--- src/rtl/rib_pkg.sv ---
package rib_pkg;
  localparam int IDX_W  = 5;
  localparam int BYTE_W = 8;
  localparam int IO_AW  = 10;
  localparam int WORD_W = 2 * BYTE_W;

  typedef enum logic [1:0] {
    ST_IDLE,
    ST_PULSE,
    ST_HOLD,
    ST_WAIT
  } rib_state_e;

  typedef struct packed {
    logic              wr;
    logic              wide;
    logic [IDX_W-1:0]  idx;
    logic [BYTE_W-1:0] dbyte;
  } rib_req_t;
endpackage

--- src/rtl/rib_decode.sv ---
module rib_decode
  import rib_pkg::*;
(
  input  logic [13:1] host_addr,
  input  logic        host_sel_rd,
  input  logic        host_sel_wr,
  input  logic        host_wide,
  output rib_req_t    req,
  output logic        req_valid,
  output logic        sel_any
);
  always_comb begin
    sel_any   = host_sel_rd | host_sel_wr;
    req_valid = sel_any;
    // read window wins when both are selected
    req.wr    = host_sel_wr & ~host_sel_rd;
    req.wide  = host_wide;
    req.idx   = host_addr[13:9];
    req.dbyte = host_addr[8:1];
  end
endmodule

--- src/rtl/rib_seq.sv ---
module rib_seq
  import rib_pkg::*;
#(
  parameter int PULSE_CLKS = 4
) (
  input  logic clk,
  input  logic rst_n,
  input  logic req_valid,
  input  logic req_wr,
  input  logic sel_any,
  output logic accept,
  output logic release_o,
  output logic ior_n,
  output logic iow_n
);
  localparam int CNT_W = (PULSE_CLKS < 2) ? 1 : $clog2(PULSE_CLKS);
  localparam logic [CNT_W-1:0] CNT_LOAD = CNT_W'(PULSE_CLKS - 1);

  rib_state_e       state_q, state_d;
  logic [CNT_W-1:0] cnt_q, cnt_d;
  logic             ior_n_q, ior_n_d;
  logic             iow_n_q, iow_n_d;

  always_comb begin
    state_d   = state_q;
    cnt_d     = cnt_q;
    ior_n_d   = ior_n_q;
    iow_n_d   = iow_n_q;
    accept    = 1'b0;
    release_o = 1'b0;
    case (state_q)
      ST_IDLE: begin
        if (req_valid) begin
          accept  = 1'b1;
          state_d = ST_PULSE;
          cnt_d   = CNT_LOAD;
          ior_n_d = req_wr;
          iow_n_d = ~req_wr;
        end
      end
      ST_PULSE: begin
        if (cnt_q == '0) begin
          release_o = 1'b1;
          state_d   = ST_HOLD;
          ior_n_d   = 1'b1;
          iow_n_d   = 1'b1;
        end else begin
          cnt_d = cnt_q - 1'b1;
        end
      end
      ST_HOLD: state_d = ST_WAIT;
      ST_WAIT: if (!sel_any) state_d = ST_IDLE;
      default: state_d = ST_IDLE;
    endcase
  end

  always_ff @(posedge clk or negedge rst_n) begin
    if (!rst_n) begin
      state_q <= ST_IDLE;
      cnt_q   <= '0;
      ior_n_q <= 1'b1;
      iow_n_q <= 1'b1;
    end else begin
      state_q <= state_d;
      cnt_q   <= cnt_d;
      ior_n_q <= ior_n_d;
      iow_n_q <= iow_n_d;
    end
  end

  assign ior_n = ior_n_q;
  assign iow_n = iow_n_q;
endmodule

--- src/rtl/rib_datapath.sv ---
module rib_datapath
  import rib_pkg::*;
#(
  parameter logic [IO_AW-1:0] IO_BASE = 10'h300
) (
  input  logic              clk,
  input  logic              rst_n,
  input  logic              accept,
  input  logic              release_i,
  input  rib_req_t          req,
  input  logic              host_sel_rd,
  input  logic [BYTE_W-1:0] isa_rdata,
  input  logic [WORD_W-1:0] isa_wide_rdata,
  output logic [IO_AW-1:0]  isa_addr,
  output logic [BYTE_W-1:0] isa_wdata,
  output logic [WORD_W-1:0] isa_wide_wdata,
  output logic              isa_wide,
  output logic [WORD_W-1:0] host_rdata
);
  localparam logic [IO_AW-IDX_W-1:0] BASE_HI = IO_BASE[IO_AW-1:IDX_W];
  localparam logic [WORD_W-1:0]      IDLE_WORD = '1;

  logic [IO_AW-1:0]  addr_q, addr_d;
  logic [BYTE_W-1:0] wdat_q, wdat_d;
  logic [WORD_W-1:0] wword_q, wword_d;
  logic              wide_q, wide_d;
  logic              cyc_wr_q, cyc_wr_d;
  logic [BYTE_W-1:0] lat_q, lat_d;
  logic [WORD_W-1:0] rd_q, rd_d;
  logic              rdv_q, rdv_d;
  logic              cap_en, wword_en, lat_load, lat_clr, rd_done;

  always_comb begin
    cap_en   = accept;
    wword_en = accept & req.wr;
    lat_load = accept & ~req.wr & req.wide;
    lat_clr  = release_i & cyc_wr_q & wide_q;
    rd_done  = release_i & ~cyc_wr_q;

    addr_d   = cap_en ? {BASE_HI, req.idx} : addr_q;
    wdat_d   = cap_en ? req.dbyte : wdat_q;
    wide_d   = cap_en ? req.wide : wide_q;
    cyc_wr_d = cap_en ? req.wr : cyc_wr_q;
    wword_d  = wword_en ? {req.dbyte, lat_q} : wword_q;

    lat_d = lat_q;
    if (lat_load)     lat_d = req.dbyte;
    else if (lat_clr) lat_d = '0;

    rd_d  = rd_q;
    rdv_d = rdv_q;
    if (rd_done) begin
      rd_d  = wide_q ? isa_wide_rdata : {isa_rdata, {BYTE_W{1'b1}}};
      rdv_d = 1'b1;
    end else if (!host_sel_rd) begin
      rdv_d = 1'b0;
    end
  end

  always_ff @(posedge clk or negedge rst_n) begin
    if (!rst_n) begin
      addr_q   <= IO_BASE;
      wdat_q   <= '0;
      wword_q  <= '0;
      wide_q   <= 1'b0;
      cyc_wr_q <= 1'b0;
      lat_q    <= '0;
      rd_q     <= IDLE_WORD;
      rdv_q    <= 1'b0;
    end else begin
      addr_q   <= addr_d;
      wdat_q   <= wdat_d;
      wword_q  <= wword_d;
      wide_q   <= wide_d;
      cyc_wr_q <= cyc_wr_d;
      lat_q    <= lat_d;
      rd_q     <= rd_d;
      rdv_q    <= rdv_d;
    end
  end

  assign isa_addr       = addr_q;
  assign isa_wdata      = wdat_q;
  assign isa_wide_wdata = wword_q;
  assign isa_wide       = wide_q;
  assign host_rdata     = rdv_q ? rd_q : IDLE_WORD;
endmodule

--- src/rtl/rom_isa_bridge.sv ---
module rom_isa_bridge
  import rib_pkg::*;
#(
  parameter int               PULSE_CLKS = 4,
  parameter logic [IO_AW-1:0] IO_BASE    = 10'h300
) (
  input  logic        clk,
  input  logic        rst_n,
  input  logic [13:1] host_addr,
  input  logic        host_sel_rd,
  input  logic        host_sel_wr,
  input  logic        host_wide,
  output logic [15:0] host_rdata,
  output logic [9:0]  isa_addr,
  output logic        isa_ior_n,
  output logic        isa_iow_n,
  output logic [7:0]  isa_wdata,
  output logic [15:0] isa_wide_wdata,
  output logic        isa_wide,
  input  logic [7:0]  isa_rdata,
  input  logic [15:0] isa_wide_rdata
);
  rib_req_t req;
  logic     req_valid, sel_any, accept, rel;

  rib_decode u_dec (
    .host_addr   (host_addr),
    .host_sel_rd (host_sel_rd),
    .host_sel_wr (host_sel_wr),
    .host_wide   (host_wide),
    .req         (req),
    .req_valid   (req_valid),
    .sel_any     (sel_any)
  );

  rib_seq #(.PULSE_CLKS(PULSE_CLKS)) u_seq (
    .clk       (clk),
    .rst_n     (rst_n),
    .req_valid (req_valid),
    .req_wr    (req.wr),
    .sel_any   (sel_any),
    .accept    (accept),
    .release_o (rel),
    .ior_n     (isa_ior_n),
    .iow_n     (isa_iow_n)
  );

  rib_datapath #(.IO_BASE(IO_BASE)) u_dp (
    .clk            (clk),
    .rst_n          (rst_n),
    .accept         (accept),
    .release_i      (rel),
    .req            (req),
    .host_sel_rd    (host_sel_rd),
    .isa_rdata      (isa_rdata),
    .isa_wide_rdata (isa_wide_rdata),
    .isa_addr       (isa_addr),
    .isa_wdata      (isa_wdata),
    .isa_wide_wdata (isa_wide_wdata),
    .isa_wide       (isa_wide),
    .host_rdata     (host_rdata)
  );
endmodule

--- config.mk ---
export PLATFORM = sky130hd
export DESIGN_NAME = rom_isa_bridge
export DESIGN_NICKNAME = d
export VERILOG_FILES = /design/src/rtl/rib_pkg.sv /design/src/rtl/rib_decode.sv /design/src/rtl/rib_seq.sv /design/src/rtl/rib_datapath.sv /design/src/rtl/rom_isa_bridge.sv
export SDC_FILE = /design/constraint.sdc
export NUM_CORES = 1
export LEC_CHECK = 0
export BUFFER_PORTS_ARGS = -buffer_cell sky130_fd_sc_hd__buf_4
export CAP_MARGIN = 40
export CORE_ASPECT_RATIO = 0.5
export CORE_MARGIN = 4
export CORE_UTILIZATION = 55
export CTS_BUF_LIST = sky130_fd_sc_hd__clkbuf_2 sky130_fd_sc_hd__clkbuf_4 sky130_fd_sc_hd__clkbuf_8
export DETAILED_ROUTE_END_ITERATION = 10
export PLACE_DENSITY = 0.87
export SYNTH_ARGS = -nofsm -noshare
export SYNTH_HDL_FRONTEND = slang
export SYNTH_SLANG_ARGS = --single-unit
--- constraint.sdc ---
create_clock -name clk -period 4.6 [get_ports clk]
set_input_delay 0.46 -clock clk [delete_from_list [all_inputs] [get_ports clk]]
set_output_delay 0.46 -clock clk [all_outputs]
set_load 0.005 [all_outputs]
== Word-level counts from Yosys, hierarchy flattened ==
Index checks and enable logic that the tools add are counted.

* Register bits after elaboration: 62
* Word-level logic and storage cells: 61

* Add/sub/neg operators: 1
* Equality and inequality tests: 8
* Mux-type cells: 22
* Bitwise logic cells: 11
* Reduce and logical (&&, ||, !) cells: 7

{| class="wikitable"
|+ Operators by type and width
! cell !! number
|-
| 2-to-1 mux 16 bit || 2
|-
| 2-to-1 mux 8 bit || 2
|-
| 2-to-1 mux 2 bit || 5
|-
| 2-to-1 mux 1 bit || 9
|-
| AND reduction 3 bit || 3
|-
| one-hot mux 2 bit (4 select lines) || 1
|-
| bitwise AND 1 bit || 7
|-
| inequality test 2 x 1 -> 1 bit (second input constant) || 3
|-
| == test 2 bit (second input constant) || 2
|-
| zero test 2 bit || 2
|-
| inequality test 2 bit (second input constant) || 2
|-
| one-hot mux 1 bit (2 select lines) || 2
|-
| one-hot mux 2 bit (2 select lines) || 1
|-
| nonzero test 2 bit || 2
|-
| NOT 1 bit || 3
|-
| == test 2 x 1 -> 1 bit (second input constant) || 1
|-
| subtractor 2 x 1 -> 2 bit (second input constant) || 1
|-
| OR 1 bit || 1
|}

== Logic depth before layout (Yosys ltp) ==
Gate-level depths: netlist of run 1.

* Word-level depth: 7
* Depth in mapped cells: 7

== By module ==
From an unflattened synthesis of run 1, not the netlist that was laid out.

* Cells, all modules: 240
* Area total of the unflattened synthesis: 3,180.6 µm²

{| class="wikitable"
|+ By module, submodules not included
! module !! times used !! cells an instance !! area each (µm²) !! seq. area each (µm²)
|-
| rib_datapath || 1 || 184 || 2,647.5 || 1,421.4
|-
| rib_seq || 1 || 39 || 407.9 || 152.6
|-
| rib_decode || 1 || 17 || 125.1 || 0.0
|}

== Worst setup path after synthesis of run 1 ==
OpenSTA, ideal clock, no wires.

* Path type: register -> register
* Start point: register u_seq.state_q[0]
* End point: register u_seq.state_q[1]
* Data arrival time: 1.595 ns
* Setup slack: 2.880 ns
* Cell stages (with the launch flop): 7
* Buffers on the path: 1
* Period minus slack after synthesis: 1.720 ns
* Cells stage by stage: dfrtp_1 > inv_1 > ha_1 > buf_6 > or3b_4 > and3_4 > mux2_4

* Word-level cells in the longest chain between the ends: 3
* Elaborated cells between the ends (all ways): 9
* Classes of those cells: eq/ne: 6; mux: 1; reduce/logical: 2

{| class="wikitable"
|+ Ends and longest elaborated chain
! what !! line !! RTL
|-
| from (decl) || rib_seq.sv:19 || <nowiki>rib_state_e state_q, state_d;</nowiki>
|-
| from (signal assigned) || rib_seq.sv:64 || <nowiki>state_q <= state_d;</nowiki>
|-
| == test 2 bit, or another cell as far along || rib_seq.sv:31 || <nowiki>case (state_q)</nowiki>
|-
| inequality test 2 bit (no line) / inequality test 2 x 1 -> 1 bit (equally long branches) || - ||
|-
| AND reduction 3 bit (no line) || - ||
|}

Parallel ways exist; a longest one is shown, timed or not.
A chain may end at the register's enable or synchronous reset.

== Final worst setup path of run 1 ==
* Start point: register u_seq.state_q[1]
* End point: register u_seq.state_q[1]

The elaborated chain is that of the path after synthesis.

==> run_summary.xml, run 1 <==
<?xml version="1.0" encoding="UTF-8"?>
<metrics>
  <group name="worst_setup_path">
    <metric name="start_kind" unit="">flop</metric>
    <metric name="crit-reg2reg-launch" unit="">u_seq.state_q[1]</metric>
    <metric name="critPathCapture" unit="">u_seq.state_q[1]</metric>
    <metric name="worst_ep_arrival_time" unit="ps">2180</metric>
    <metric name="count_of_cells_along_the_worst_register_to_register_path" unit="">5</metric>
    <metric name="timing.critical_path.to_type" unit="">flop</metric>
    <metric name="criticalPathCategory" unit="">reg2reg</metric>
    <metric name="r2r_setup_slack" unit="ps">2640</metric>
    <metric name="rr_endpoint" unit="">u_seq.state_q[1]</metric>
    <metric name="critical_path_required" unit="ps">4820</metric>
    <metric name="timing.critical_path.fanout_max" unit="">10</metric>
    <metric name="startpoint_of_the_worst_setup_timing_path" unit="">u_seq.state_q[1]</metric>
  </group>
  <group name="clock_network">
    <metric name="holdBufCountCts" unit="">0</metric>
    <metric name="post_cts_resized" unit="">0</metric>
    <metric name="clkTransAtPathRegs" unit="ps">70</metric>
    <metric name="ctsHtreeMaxLevel" unit="">3</metric>
    <metric name="cts-root-buf" unit="">sky130_fd_sc_hd__clkbuf_8</metric>
    <metric name="insertion_delay" unit="ps">330</metric>
    <metric name="max-clock-path-buffers" unit="">2</metric>
    <metric name="cts-buffers-inserted" unit="">9</metric>
    <metric name="post-cts-setup-buffers" unit="">0</metric>
    <metric name="numClockSinks" unit="">62</metric>
    <metric name="tritoncts_clock_tree" unit="">built</metric>
  </group>
  <group name="grt">
    <metric name="global_route_wire_length_before_repair" unit="µm">10030</metric>
    <metric name="antenna_found_initial" unit="">0</metric>
    <metric name="grt.total_usage" unit="%">21.01</metric>
    <metric name="grt_max_degree" unit="">63</metric>
    <metric name="grt_remaining_overflow" unit="">0</metric>
    <metric name="grt_pass1_vias" unit="">2086</metric>
  </group>
  <group name="detailed_routing">
    <metric name="drt_iter0_markers" unit="">77</metric>
    <metric name="detailedRoute.firstPassIterationCount" unit="">4</metric>
    <metric name="antenna_left" unit="">0</metric>
    <metric name="detail_route.drc_violations" unit="">0</metric>
    <metric name="vias_per_cell" unit="">5.187</metric>
    <metric name="route.detailed.wl_per_inst" unit="µm">15.65</metric>
    <metric name="drt-total-wl" unit="µm">6042</metric>
    <metric name="via_count" unit="">2002</metric>
  </group>
  <group name="yosys">
    <metric name="synth-compound-area-share" unit="%">8.914</metric>
    <metric name="synthDistinctLibCells" unit="">33</metric>
    <metric name="synth_top_family_by_area" unit="">multiplexers</metric>
    <metric name="postSynthRegisterBits" unit="">62</metric>
    <metric name="yosys-top-cells-area" unit="">sky130_fd_sc_hd__dfrtp_1 (40%), sky130_fd_sc_hd__dfstp_2 (17%), sky130_fd_sc_hd__mux2_2 (12%)</metric>
    <metric name="synth-edff-count" unit="">0</metric>
    <metric name="synth_common_cells" unit="">sky130_fd_sc_hd__dfrtp_1 (44), sky130_fd_sc_hd__mux2_2 (30), sky130_fd_sc_hd__nand2_1 (23)</metric>
    <metric name="synthMostInstantiatedCell" unit="">sky130_fd_sc_hd__dfrtp_1</metric>
    <metric name="postSynth.asyncResetShare" unit="%">100.0</metric>
    <metric name="synthXorXnorAreaFrac" unit="%">0</metric>
    <metric name="synth-adder-area-share" unit="%">2.262</metric>
    <metric name="post_synthesis_sequential_area_ratio" unit="%">56.92</metric>
    <metric name="synthesis.instances" unit="">226</metric>
    <metric name="synth_warnings" unit="">0</metric>
    <metric name="synth_mux_area_share" unit="%">15.66</metric>
    <metric name="synth.avg_cell_area" unit="µm²">12.24</metric>
    <metric name="ys.flop_type" unit="">sky130_fd_sc_hd__dfrtp_1</metric>
    <metric name="yosysTopAreaCell" unit="">sky130_fd_sc_hd__dfrtp_1</metric>
    <metric name="fraction_of_synthesized_cell_area_taken_by_the_top_area_cell_type" unit="%">39.82</metric>
    <metric name="synth_simple_gate_area_share" unit="%">12.04</metric>
    <metric name="post_synth_design_cell_area" unit="µm²">2765</metric>
  </group>
  <group name="status">
    <metric name="status" unit="">complete, no violations</metric>
  </group>
  <group name="floorplan">
    <metric name="core_region_area" unit="µm²">4616</metric>
    <metric name="floorplan.io_pins" unit="">95</metric>
    <metric name="die_x" unit="µm">108.3</metric>
    <metric name="die-area" unit="µm²">6295</metric>
    <metric name="starting_density_of_the_core" unit="%">59.91</metric>
    <metric name="rows" unit="">17</metric>
    <metric name="die_height" unit="µm">58.14</metric>
  </group>
  <group name="power">
    <metric name="clock_power_share" unit="%">19.8</metric>
    <metric name="ir_drop_worst_case_vdd" unit="V">0.0004468</metric>
    <metric name="p_switching" unit="mW">0.7432</metric>
    <metric name="power.static_leakage" unit="nW">1.764</metric>
    <metric name="p_sw_share" unit="%">30.59</metric>
    <metric name="seqPwrFrac" unit="%">43.3</metric>
    <metric name="combinational_share_of_power" unit="%">36.9</metric>
    <metric name="cell_internal_pwr" unit="mW">1.686</metric>
    <metric name="power_per_cell_area" unit="nW/µm²">663.8</metric>
  </group>
  <group name="finish">
    <metric name="drive_gt1_share" unit="%">50.31</metric>
    <metric name="design.final.nets" unit="">362</metric>
    <metric name="area_delta_synth_final" unit="%">32.35</metric>
    <metric name="antenna-diode-count" unit="">0</metric>
    <metric name="finish.utilization" unit="%">79.29</metric>
  </group>
  <group name="place">
    <metric name="hpwlAfterDp" unit="µm">4417</metric>
    <metric name="numPortBuffers" unit="">89</metric>
    <metric name="post-place-ws" unit="ps">2670</metric>
    <metric name="routability_congestion_estimate" unit="">0.7705</metric>
  </group>
  <group name="timing">
    <metric name="timing_max_transition_violations_final" unit="">0</metric>
    <metric name="fin_hold_ws" unit="ps">193.2</metric>
    <metric name="worst_slew_pin_slew" unit="ps">745.2</metric>
    <metric name="grt_setup_unrepaired" unit="">false</metric>
    <metric name="minimum_clock_period_after_layout" unit="ps">1957</metric>
    <metric name="post_route_setup_tns" unit="ps">0</metric>
    <metric name="remaining_max_slew_budget_at_the_tightest_pin" unit="%">50.32</metric>
    <metric name="setup_ws" unit="ps">2643</metric>
    <metric name="final_min_period_over_clock_period" unit="%">42.54</metric>
    <metric name="skew" unit="ps">9.376</metric>
    <metric name="max_clock_freq" unit="MHz">511.1</metric>
    <metric name="finalHoldViolations" unit="">0</metric>
    <metric name="final-setup-viol-count" unit="">0</metric>
  </group>
  <group name="hold_path">
    <metric name="path_class_of_the_lowest_slack_min_delay_path" unit="">in2async</metric>
  </group>
  <group name="job">
    <metric name="max_cap_violations" unit="">0</metric>
  </group>
</metrics>
==> worst min-delay path by stage <==
| stage | slack [ps] | depth (start not counted) | to |
|---|---|---|---|
| 3_5_place_dp | 470 | 2 | u_dp.rd_q[3] |
| 5_1_grt | 240 | 1 | u_dp.lat_q[3] |
| 6_report | 190 | 1 | u_dp.isa_wide_wdata[6] |
| 4_1_cts | 200 | 1 | u_dp.lat_q[3] |
| 2_1_floorplan | 160 | 0 | u_dp.cyc_wr_q |
| 3_3_place_gp | 460 | 2 | u_dp.rd_q[7] |
==> power groups by stage <==
| stage | Clock (mW) | Combinational (mW) | Sequential [mW] |
|---|---|---|---|
| after floorplan | 0 | 0.550 | 1.00 |
| after global placement | 0 | 0.846 | 1.04 |
| after detailed placement | 0 | 0.909 | 1.06 |
| after CTS | 0.494 | 0.911 | 1.05 |
| after global routing | 0.523 | 0.989 | 1.09 |
| final | 0.481 | 0.897 | 1.05 |
==> through the flow <==
stage          cell area, µm²  total power [mW]  instances
3_3_place_gp             3441             1.884        369
4_1_cts                  3660             2.455        386
6_report                 3660             2.429        386
5_1_grt                  3660             2.604        386
2_1_floorplan            2776             1.553        229
3_5_place_dp             3456             1.966        370
==> state kept, by name (all words and copies together) (netlist names) <==
register	cells
u_dp.isa_wide_wdata	16
u_dp.rd_q	16
u_dp.isa_wdata	8
u_dp.lat_q	8
u_dp.isa_addr	5
u_seq.cnt_q	2
u_seq.state_q	2
u_dp.cyc_wr_q	1
u_dp.isa_wide	1
u_dp.rdv_q	1
u_seq.ior_n	1
u_seq.iow_n	1
==> area by class of cell <==
| type | instances | area [µm²] |
|---|---|---|
| fillers | 271 | 955.9 |
| multi-input cells | 147 | 1094 |
| repair buffers | 91 | 690.7 |
| clock buffers | 11 | 145.1 |
| inverters | 4 | 15.01 |
| well taps | 66 | 82.58 |
| flip-flops and latches | 62 | 1574 |
| clock inverters | 5 | 58.81 |
==> critical path, cell delays in order (launching register included) <==
cell                      delay (ps)
sky130_fd_sc_hd__dfrtp_1         420
sky130_fd_sc_hd__inv_1           100
sky130_fd_sc_hd__ha_1            380
sky130_fd_sc_hd__or3b_4          460
sky130_fd_sc_hd__and3_4          200
sky130_fd_sc_hd__mux2_4          290
==> kinds of logic (layout without fill, tap and decap cells) <==
| logic type | Yosys count | in the layout |
|---|---|---|
| compound gates | 37 | 37 |
| fa+ha+maj | 5 | 5 |
| buf+inv | 20 | 111 |
| flops | 62 | 62 |
| mux | 39 | 39 |
| other cells | 2 | 5 |
| simple gates | 61 | 61 |
==> cell usage in the layout (no fill, tap or decap), types with 2 or more instances in the layout <==
cell / Yosys / final
sky130_fd_sc_hd__inv_1: 4 / 4
sky130_fd_sc_hd__nand2_1: 23 / 23
sky130_fd_sc_hd__o21ai_0: 19 / 19
sky130_fd_sc_hd__dfstp_2: 18 / 18
sky130_fd_sc_hd__nand2b_1: 17 / 17
sky130_fd_sc_hd__conb_1: 2 / 5
sky130_fd_sc_hd__dfrtp_1: 44 / 44
sky130_fd_sc_hd__a21oi_1: 3 / 3
sky130_fd_sc_hd__buf_4: 6 / 90
sky130_fd_sc_hd__nand3b_1: 2 / 2
sky130_fd_sc_hd__o22a_1: 2 / 2
sky130_fd_sc_hd__nor2b_1: 9 / 9
sky130_fd_sc_hd__nor2_1: 3 / 3
sky130_fd_sc_hd__ha_1: 5 / 5
sky130_fd_sc_hd__a22o_1: 8 / 8
sky130_fd_sc_hd__clkinvlp_4: 0 / 2
sky130_fd_sc_hd__clkbuf_8: 0 / 10
sky130_fd_sc_hd__mux2_2: 30 / 30
sky130_fd_sc_hd__mux2i_1: 8 / 8
==> routing by layer <==
metal	wire (µm)	GRT usage [%]
met5	0	0
met4	86	9.712
met3	354	6.340
met2	3162	36.48
met1	2439	24.35
Note: power is estimated with default switching activity, not from simulation.
==> run 2: changes to the inputs <==
--- a/config.mk
+++ b/config.mk
@@ -9,10 +9,10 @@
 export CAP_MARGIN = 40
 export CORE_ASPECT_RATIO = 0.5
 export CORE_MARGIN = 4
-export CORE_UTILIZATION = 55
+export CORE_UTILIZATION = 47
 export CTS_BUF_LIST = sky130_fd_sc_hd__clkbuf_2 sky130_fd_sc_hd__clkbuf_4 sky130_fd_sc_hd__clkbuf_8
 export DETAILED_ROUTE_END_ITERATION = 10
-export PLACE_DENSITY = 0.87
+export PLACE_DENSITY = 0.79
 export SYNTH_ARGS = -nofsm -noshare
 export SYNTH_HDL_FRONTEND = slang
 export SYNTH_SLANG_ARGS = --single-unit
==> constraint.sdc (replaced) <==
create_clock -name clk -period 1.8 [get_ports clk]
set_input_delay 0.18 -clock clk [delete_from_list [all_inputs] [get_ports clk]]
set_output_delay 0.18 -clock clk [all_outputs]
set_load 0.005 [all_outputs]
==> run 2 against run 1 <==
Compared with the run above: count of clock-buffer cells in the layout unchanged; worst hold slack worse by 110 ps; sequential share of layout area decreased by 0.93 points; first-iteration DRC count rose by 13%; sequential cell count unchanged; largest cell class unchanged; global-route usage decreased by 3.4 points; clock power is 150% higher; register-to-register slack worse by 2500 ps; via count fell by 0.20%; combinational power grew to 2.7 times the previous value; largest power group unchanged; power rose to 2.6 times the previous value; maximum frequency is 15% higher.
==> run_summary.xml, run 2 (same netlist as run 1, synthesis figures left out) <==
<?xml version="1.0" encoding="UTF-8"?>
<metrics>
  <group name="status">
    <metric name="status" unit="">complete, no violations</metric>
  </group>
  <group name="floorplan">
    <metric name="starting_density_of_the_core" unit="%">49.50</metric>
    <metric name="core_region_area" unit="µm²">5587</metric>
    <metric name="rows" unit="">19</metric>
    <metric name="die_x" unit="µm">116.5</metric>
    <metric name="die-area" unit="µm²">7249</metric>
    <metric name="die_height" unit="µm">62.24</metric>
    <metric name="floorplan.io_pins" unit="">95</metric>
  </group>
  <group name="timing">
    <metric name="max_clock_freq" unit="MHz">589.0</metric>
    <metric name="remaining_max_slew_budget_at_the_tightest_pin" unit="%">49.13</metric>
    <metric name="minimum_clock_period_after_layout" unit="ps">1698</metric>
    <metric name="timing_max_transition_violations_final" unit="">0</metric>
    <metric name="post_route_setup_tns" unit="ps">0</metric>
    <metric name="grt_setup_unrepaired" unit="">false</metric>
    <metric name="final-setup-viol-count" unit="">0</metric>
    <metric name="skew" unit="ps">6.961</metric>
    <metric name="worst_slew_pin_slew" unit="ps">763.1</metric>
    <metric name="final_min_period_over_clock_period" unit="%">94.32</metric>
    <metric name="fin_hold_ws" unit="ps">83.21</metric>
    <metric name="finalHoldViolations" unit="">0</metric>
  </group>
  <group name="hold_path">
    <metric name="path_class_of_the_lowest_slack_min_delay_path" unit="">in2reg</metric>
  </group>
  <group name="power">
    <metric name="ir_drop_worst_case_vdd" unit="V">0.0009822</metric>
    <metric name="clock_power_share" unit="%">19.2</metric>
    <metric name="combinational_share_of_power" unit="%">38.8</metric>
    <metric name="seqPwrFrac" unit="%">42.0</metric>
    <metric name="p_sw_share" unit="%">30.32</metric>
    <metric name="cell_internal_pwr" unit="mW">4.353</metric>
    <metric name="power_per_cell_area" unit="nW/µm²">1670</metric>
    <metric name="p_switching" unit="mW">1.894</metric>
    <metric name="power.static_leakage" unit="nW">1.798</metric>
  </group>
  <group name="worst_setup_path">
    <metric name="criticalPathCategory" unit="">reg2reg</metric>
    <metric name="startpoint_of_the_worst_setup_timing_path" unit="">u_seq.state_q[0]</metric>
    <metric name="count_of_cells_along_the_worst_register_to_register_path" unit="">6</metric>
    <metric name="worst_ep_arrival_time" unit="ps">1910</metric>
    <metric name="timing.critical_path.to_type" unit="">flop</metric>
    <metric name="critical_path_required" unit="ps">2010</metric>
    <metric name="crit-reg2reg-launch" unit="">u_seq.state_q[0]</metric>
    <metric name="timing.critical_path.fanout_max" unit="">18</metric>
    <metric name="r2r_setup_slack" unit="ps">100</metric>
    <metric name="critPathCapture" unit="">u_dp.isa_wide_wdata[9]</metric>
    <metric name="rr_endpoint" unit="">u_dp.isa_wide_wdata[9]</metric>
    <metric name="start_kind" unit="">flop</metric>
  </group>
  <group name="place">
    <metric name="numPortBuffers" unit="">89</metric>
    <metric name="routability_congestion_estimate" unit="">0.6962</metric>
    <metric name="hpwlAfterDp" unit="µm">4305</metric>
    <metric name="dpl_cell_area" unit="µm²">3520</metric>
  </group>
  <group name="clock_network">
    <metric name="post-cts-setup-buffers" unit="">0</metric>
    <metric name="max-clock-path-buffers" unit="">2</metric>
    <metric name="insertion_delay" unit="ps">330</metric>
    <metric name="clkTransAtPathRegs" unit="ps">70</metric>
    <metric name="cts-root-buf" unit="">sky130_fd_sc_hd__clkbuf_8</metric>
    <metric name="ctsHtreeMaxLevel" unit="">3</metric>
    <metric name="numClockSinks" unit="">62</metric>
    <metric name="cts-buffers-inserted" unit="">9</metric>
    <metric name="tritoncts_clock_tree" unit="">built</metric>
  </group>
  <group name="grt">
    <metric name="grt.total_usage" unit="%">17.59</metric>
    <metric name="global_route_wire_length_before_repair" unit="µm">10130</metric>
    <metric name="antenna_found_initial" unit="">0</metric>
    <metric name="grt_pass1_vias" unit="">2158</metric>
    <metric name="grt_max_degree" unit="">63</metric>
    <metric name="grt_remaining_overflow" unit="">0</metric>
  </group>
  <group name="finish">
    <metric name="area_delta_synth_final" unit="%">35.29</metric>
    <metric name="most_common_library_cell_in_the_layout_ignoring_fill_and_taps" unit="">sky130_fd_sc_hd__buf_4</metric>
    <metric name="most-common-layout-cells" unit="">sky130_fd_sc_hd__buf_4 (94), sky130_fd_sc_hd__dfrtp_1 (44), sky130_fd_sc_hd__mux2_2 (30)</metric>
    <metric name="design.final.nets" unit="">368</metric>
    <metric name="antenna-diode-count" unit="">0</metric>
    <metric name="drive_gt1_share" unit="%">51.23</metric>
    <metric name="stdcell_area" unit="µm²">3741</metric>
  </group>
  <group name="job">
    <metric name="max_cap_violations" unit="">0</metric>
  </group>
  <group name="detailed_routing">
    <metric name="route.detailed.wl_per_inst" unit="µm">15.14</metric>
    <metric name="drt-total-wl" unit="µm">6039</metric>
    <metric name="antenna_left" unit="">0</metric>
    <metric name="detail_route.drc_violations" unit="">0</metric>
    <metric name="via_count" unit="">1998</metric>
    <metric name="vias_per_cell" unit="">5.008</metric>
    <metric name="drt_iter0_markers" unit="">87</metric>
    <metric name="detailedRoute.firstPassIterationCount" unit="">4</metric>
  </group>
</metrics>
==> run 2: metal layers <==
| metal | track usage, % | vias to the layer above | part of all wire [%] |
|---|---|---|---|
| met1 | 20.65 | 974 | 41 |
| met2 | 30.56 | 61 | 52 |
| li1 | - | 953 | - |
| met3 | 6.014 | 10 | 5.5 |
| met5 | 0 | - | 0 |
| met4 | 4.920 | 0 | 1.2 |
==> run 2: what timing repair did <==
action                                 4_1_cts  5_1_grt
gates resized for setup                      0        2
setup endpoints to repair                    0        8
endpoints found under the hold margin       44        0
hold buffers                                 1        0
==> run 2: power by group through the flow <==
stage | clock network, mW | registers [mW] | logic [mW]
2_1_floorplan | 0 | 2.56 | 1.41
3_3_place_gp | 0 | 2.60 | 2.31
3_5_place_dp | 0 | 2.64 | 2.43
4_1_cts | 1.23 | 2.62 | 2.45
5_1_grt | 1.31 | 2.72 | 2.66
6_report | 1.20 | 2.62 | 2.42
==> run 2: worst min path at each step <==
stage / startpoint / end / cells past startpoint
after global placement: rst_n / u_dp.isa_wide_wdata[5] / 1
after CTS: host_addr[11] / u_dp.isa_addr[2] / 2
after global routing: host_addr[10] / u_dp.isa_addr[1] / 2
final: host_addr[11] / u_dp.isa_addr[2] / 2
after detailed placement: rst_n / u_dp.isa_wdata[7] / 1
after floorplan: rst_n / u_dp.cyc_wr_q / 0
==> run 2: critical path, cell delays in order, from the launching register on <==
cell and delay [ps]:
sky130_fd_sc_hd__dfrtp_1 410, sky130_fd_sc_hd__inv_1 90, sky130_fd_sc_hd__ha_1 210, sky130_fd_sc_hd__buf_4 170, sky130_fd_sc_hd__nand3b_2 80, sky130_fd_sc_hd__buf_4 260
sky130_fd_sc_hd__mux2_2 370
==> run 2: final cells by class <==
type	instances	area [µm²]
clock buffers	11	138.9
multi-input cells	147	1107
inverters	4	15.01
fillers	422	1846
flip-flops and latches	62	1574
well taps	73	91.34
repair buffers	97	755.7
clock inverters	5	58.81
==> run 2: metrics by stage <==
stage	util [%]	setup WS (ps)	power, mW	instances
4_1_cts	66.72	90.81	6.299	399
5_1_grt	66.97	11.17	6.690	399
3_3_place_gp	63.00	197.8	4.907	382
6_report	66.97	102.2	6.247	399
3_5_place_dp	63.00	79.71	5.073	382
2_1_floorplan	-	80.19	3.970	229
==> run 3: changes to the inputs <==
--- a/config.mk
+++ b/config.mk
@@ -7,12 +7,14 @@
 export LEC_CHECK = 0
 export BUFFER_PORTS_ARGS = -buffer_cell sky130_fd_sc_hd__buf_4
 export CAP_MARGIN = 40
+export CELL_PAD_IN_SITES_DETAIL_PLACEMENT = 1
+export CELL_PAD_IN_SITES_GLOBAL_PLACEMENT = 2
 export CORE_ASPECT_RATIO = 0.5
 export CORE_MARGIN = 4
-export CORE_UTILIZATION = 47
+export CORE_UTILIZATION = 29
 export CTS_BUF_LIST = sky130_fd_sc_hd__clkbuf_2 sky130_fd_sc_hd__clkbuf_4 sky130_fd_sc_hd__clkbuf_8
 export DETAILED_ROUTE_END_ITERATION = 10
-export PLACE_DENSITY = 0.79
+export PLACE_DENSITY_LB_ADDON = 0.1
 export SYNTH_ARGS = -nofsm -noshare
 export SYNTH_HDL_FRONTEND = slang
 export SYNTH_SLANG_ARGS = --single-unit
==> run 3 against run 2 <==
Compared with the run above: sequential share of layout area shrank 0.84 points; worst setup slack improved by 2.9 ps; worst hold slack worse by 21 ps; global-route usage shrank 4.2 points; first-iteration DRC count fell by 44%.
==> run_summary.xml, run 3 (same netlist as run 1, synthesis figures left out) <==
<?xml version="1.0" encoding="UTF-8"?>
<metrics>
  <group name="floorplan">
    <metric name="die_height" unit="µm">77.05</metric>
    <metric name="starting_density_of_the_core" unit="%">30.80</metric>
    <metric name="floorplan.io_pins" unit="">95</metric>
    <metric name="core_region_area" unit="µm²">8979</metric>
    <metric name="rows" unit="">24</metric>
    <metric name="die_x" unit="µm">146.1</metric>
    <metric name="die-area" unit="µm²">11260</metric>
  </group>
  <group name="timing">
    <metric name="post_route_setup_tns" unit="ps">0</metric>
    <metric name="fin_hold_ws" unit="ps">61.76</metric>
    <metric name="worst_slew_pin_slew" unit="ps">589.6</metric>
    <metric name="grt_setup_unrepaired" unit="">false</metric>
    <metric name="skew" unit="ps">11.84</metric>
    <metric name="final_min_period_over_clock_period" unit="%">94.16</metric>
    <metric name="timing_max_transition_violations_final" unit="">0</metric>
    <metric name="max_clock_freq" unit="MHz">590.0</metric>
    <metric name="remaining_max_slew_budget_at_the_tightest_pin" unit="%">60.69</metric>
    <metric name="finalHoldViolations" unit="">0</metric>
    <metric name="final-setup-viol-count" unit="">0</metric>
    <metric name="minimum_clock_period_after_layout" unit="ps">1695</metric>
    <metric name="setup_ws" unit="ps">105.1</metric>
  </group>
  <group name="worst_setup_path">
    <metric name="timing.critical_path.to_type" unit="">flop</metric>
    <metric name="crit_chain" unit="">inv_1, ha_1, or3b_4, and3_4, mux2_4</metric>
    <metric name="worst_ep_arrival_time" unit="ps">1930</metric>
    <metric name="criticalPathCategory" unit="">reg2reg</metric>
    <metric name="maximum_single_stage_delay_on_the_critical_path" unit="ps">410</metric>
    <metric name="start_kind" unit="">flop</metric>
    <metric name="critical_path_required" unit="ps">2040</metric>
    <metric name="buffering_stage_count_on_the_worst_path_with_inverters_included" unit="">1</metric>
    <metric name="worst-path-stages" unit="">5</metric>
    <metric name="count_of_cells_along_the_worst_register_to_register_path" unit="">5</metric>
    <metric name="cpMaxStageDelayCell" unit="">sky130_fd_sc_hd__dfrtp_1</metric>
    <metric name="r2r_setup_slack" unit="ps">110</metric>
    <metric name="timing.critical_path.fanout_max" unit="">5</metric>
    <metric name="timing.critical_path.max_delay_family" unit="">simple AND/OR/NAND/NOR gates</metric>
  </group>
  <group name="grt">
    <metric name="met2_usage" unit="%">21.68</metric>
    <metric name="groute.layer.met1.usage" unit="%">15.97</metric>
    <metric name="grt_remaining_overflow" unit="">0</metric>
    <metric name="grt.total_usage" unit="%">13.41</metric>
    <metric name="grt_max_degree" unit="">34</metric>
    <metric name="global_route.usage.met3" unit="%">5.948</metric>
    <metric name="antenna_found_initial" unit="">0</metric>
    <metric name="grt_pass1_vias" unit="">2290</metric>
    <metric name="global_route_wire_length_before_repair" unit="µm">11900</metric>
    <metric name="busiest_layer" unit="">met2</metric>
  </group>
  <group name="clock_network">
    <metric name="max-clock-path-buffers" unit="">2</metric>
    <metric name="tritoncts_clock_tree" unit="">built</metric>
    <metric name="cts-root-buf" unit="">sky130_fd_sc_hd__clkbuf_8</metric>
    <metric name="insertion_delay" unit="ps">350</metric>
    <metric name="cts-buffers-inserted" unit="">9</metric>
    <metric name="ctsHtreeMaxLevel" unit="">3</metric>
    <metric name="numClockSinks" unit="">62</metric>
    <metric name="clkTransAtPathRegs" unit="ps">70</metric>
  </group>
  <group name="status">
    <metric name="status" unit="">complete, no violations</metric>
  </group>
  <group name="finish">
    <metric name="most_common_library_cell_in_the_layout_ignoring_fill_and_taps" unit="">sky130_fd_sc_hd__buf_4</metric>
    <metric name="nFillCells" unit="">977</metric>
    <metric name="antenna-diode-count" unit="">0</metric>
    <metric name="drive_gt1_share" unit="%">51.38</metric>
    <metric name="stdcell_area" unit="µm²">3817</metric>
    <metric name="cell_count_final_fillers_out" unit="">444</metric>
    <metric name="area_delta_synth_final" unit="%">38.05</metric>
    <metric name="most-common-layout-cells" unit="">sky130_fd_sc_hd__buf_4 (93), sky130_fd_sc_hd__dfrtp_1 (44), sky130_fd_sc_hd__mux2_2 (30)</metric>
    <metric name="design.final.nets" unit="">369</metric>
  </group>
  <group name="detailed_routing">
    <metric name="drt_iter0_markers" unit="">49</metric>
    <metric name="detailedRoute.firstPassIterationCount" unit="">4</metric>
    <metric name="via_count" unit="">2034</metric>
    <metric name="vias_per_cell" unit="">4.581</metric>
    <metric name="drt-total-wl" unit="µm">6997</metric>
    <metric name="antenna_left" unit="">0</metric>
    <metric name="route.detailed.wl_per_inst" unit="µm">15.76</metric>
    <metric name="detail_route.drc_violations" unit="">0</metric>
  </group>
  <group name="place">
    <metric name="numPlacedInstances" unit="">427</metric>
    <metric name="numPortBuffers" unit="">89</metric>
    <metric name="dpl_cell_area" unit="µm²">3611</metric>
    <metric name="routability_congestion_estimate" unit="">0.7080</metric>
    <metric name="post-place-ws" unit="ps">109.6</metric>
    <metric name="hpwlAfterDp" unit="µm">4849</metric>
  </group>
  <group name="power">
    <metric name="power_per_cell_area" unit="nW/µm²">1644</metric>
    <metric name="ir_drop_worst_case_vdd" unit="V">0.0006418</metric>
    <metric name="power.static_leakage" unit="nW">1.819</metric>
  </group>
  <group name="job">
    <metric name="max_cap_violations" unit="">0</metric>
  </group>
  <group name="hold_path">
    <metric name="whs_path_depth" unit="">2</metric>
    <metric name="path_class_of_the_lowest_slack_min_delay_path" unit="">in2reg</metric>
  </group>
</metrics>
-- run 3: cell types whose count changed in the layout (fill, tap and decap cells not counted), sizes merged --
| cell | change |
|---|---|
| clkinv | +2 |
| clkinvlp | -2 |
| buf | +1 |
| clkbuf | +1 |
| inv | -1 |
-- run 3: metal layers --
layer	up-vias	routed length (µm)
met5	-	0
met4	0	112
met3	10	550
met2	62	3300
met1	1006	3033
li1	956	-
-- run 3: worst paths after layout --
kind                                     end             start
max                         u_seq.state_q[1]  u_seq.state_q[0]
min                         u_dp.isa_addr[4]     host_addr[13]
max reg2reg                 u_seq.state_q[1]  u_seq.state_q[0]
min reg2reg                     u_dp.rd_q[9]      u_dp.rd_q[9]
max in group asynchronous       u_dp.rd_q[9]             rst_n
min in group asynchronous  u_dp.isa_wdata[2]             rst_n
-- run 3: per-stage QoR --
stage	power, mW	utilization [%]
floorplan	3.970	-
global route	6.799	42.52
detailed placement	5.141	40.22
CTS	6.420	42.49
global placement	5.006	40.22
finish	6.277	42.52
-- run 3: area by class of cell --
| class | count | area, µm² | area share (%) |
|---|---|---|---|
| multi-input cells | 147 | 1100 | 28.81 |
| flip-flops and latches | 62 | 1574 | 41.23 |
| inverters | 4 | 15.01 | 0.3933 |
| clock inverters | 4 | 47.55 | 1.245 |
| repair buffers | 98 | 788.3 | 20.65 |
| well taps | 117 | 146.4 | 3.835 |
| clock buffers | 12 | 146.4 | 3.835 |
-- run 3: timing repair --
action / in CTS / in global routing
hold endpoints to repair: 32 / 0
resized for setup: 0 / 1
setup buffers: 0 / 0
hold buffers: 1 / 0
setup endpoints to repair: 0 / 1
-- run 3: power by group --
part	switching, mW	internal [mW]	total [mW]
clock	0.532	0.681	1.21
combinational	0.976	1.47	2.45
sequential	0.393	2.22	2.61
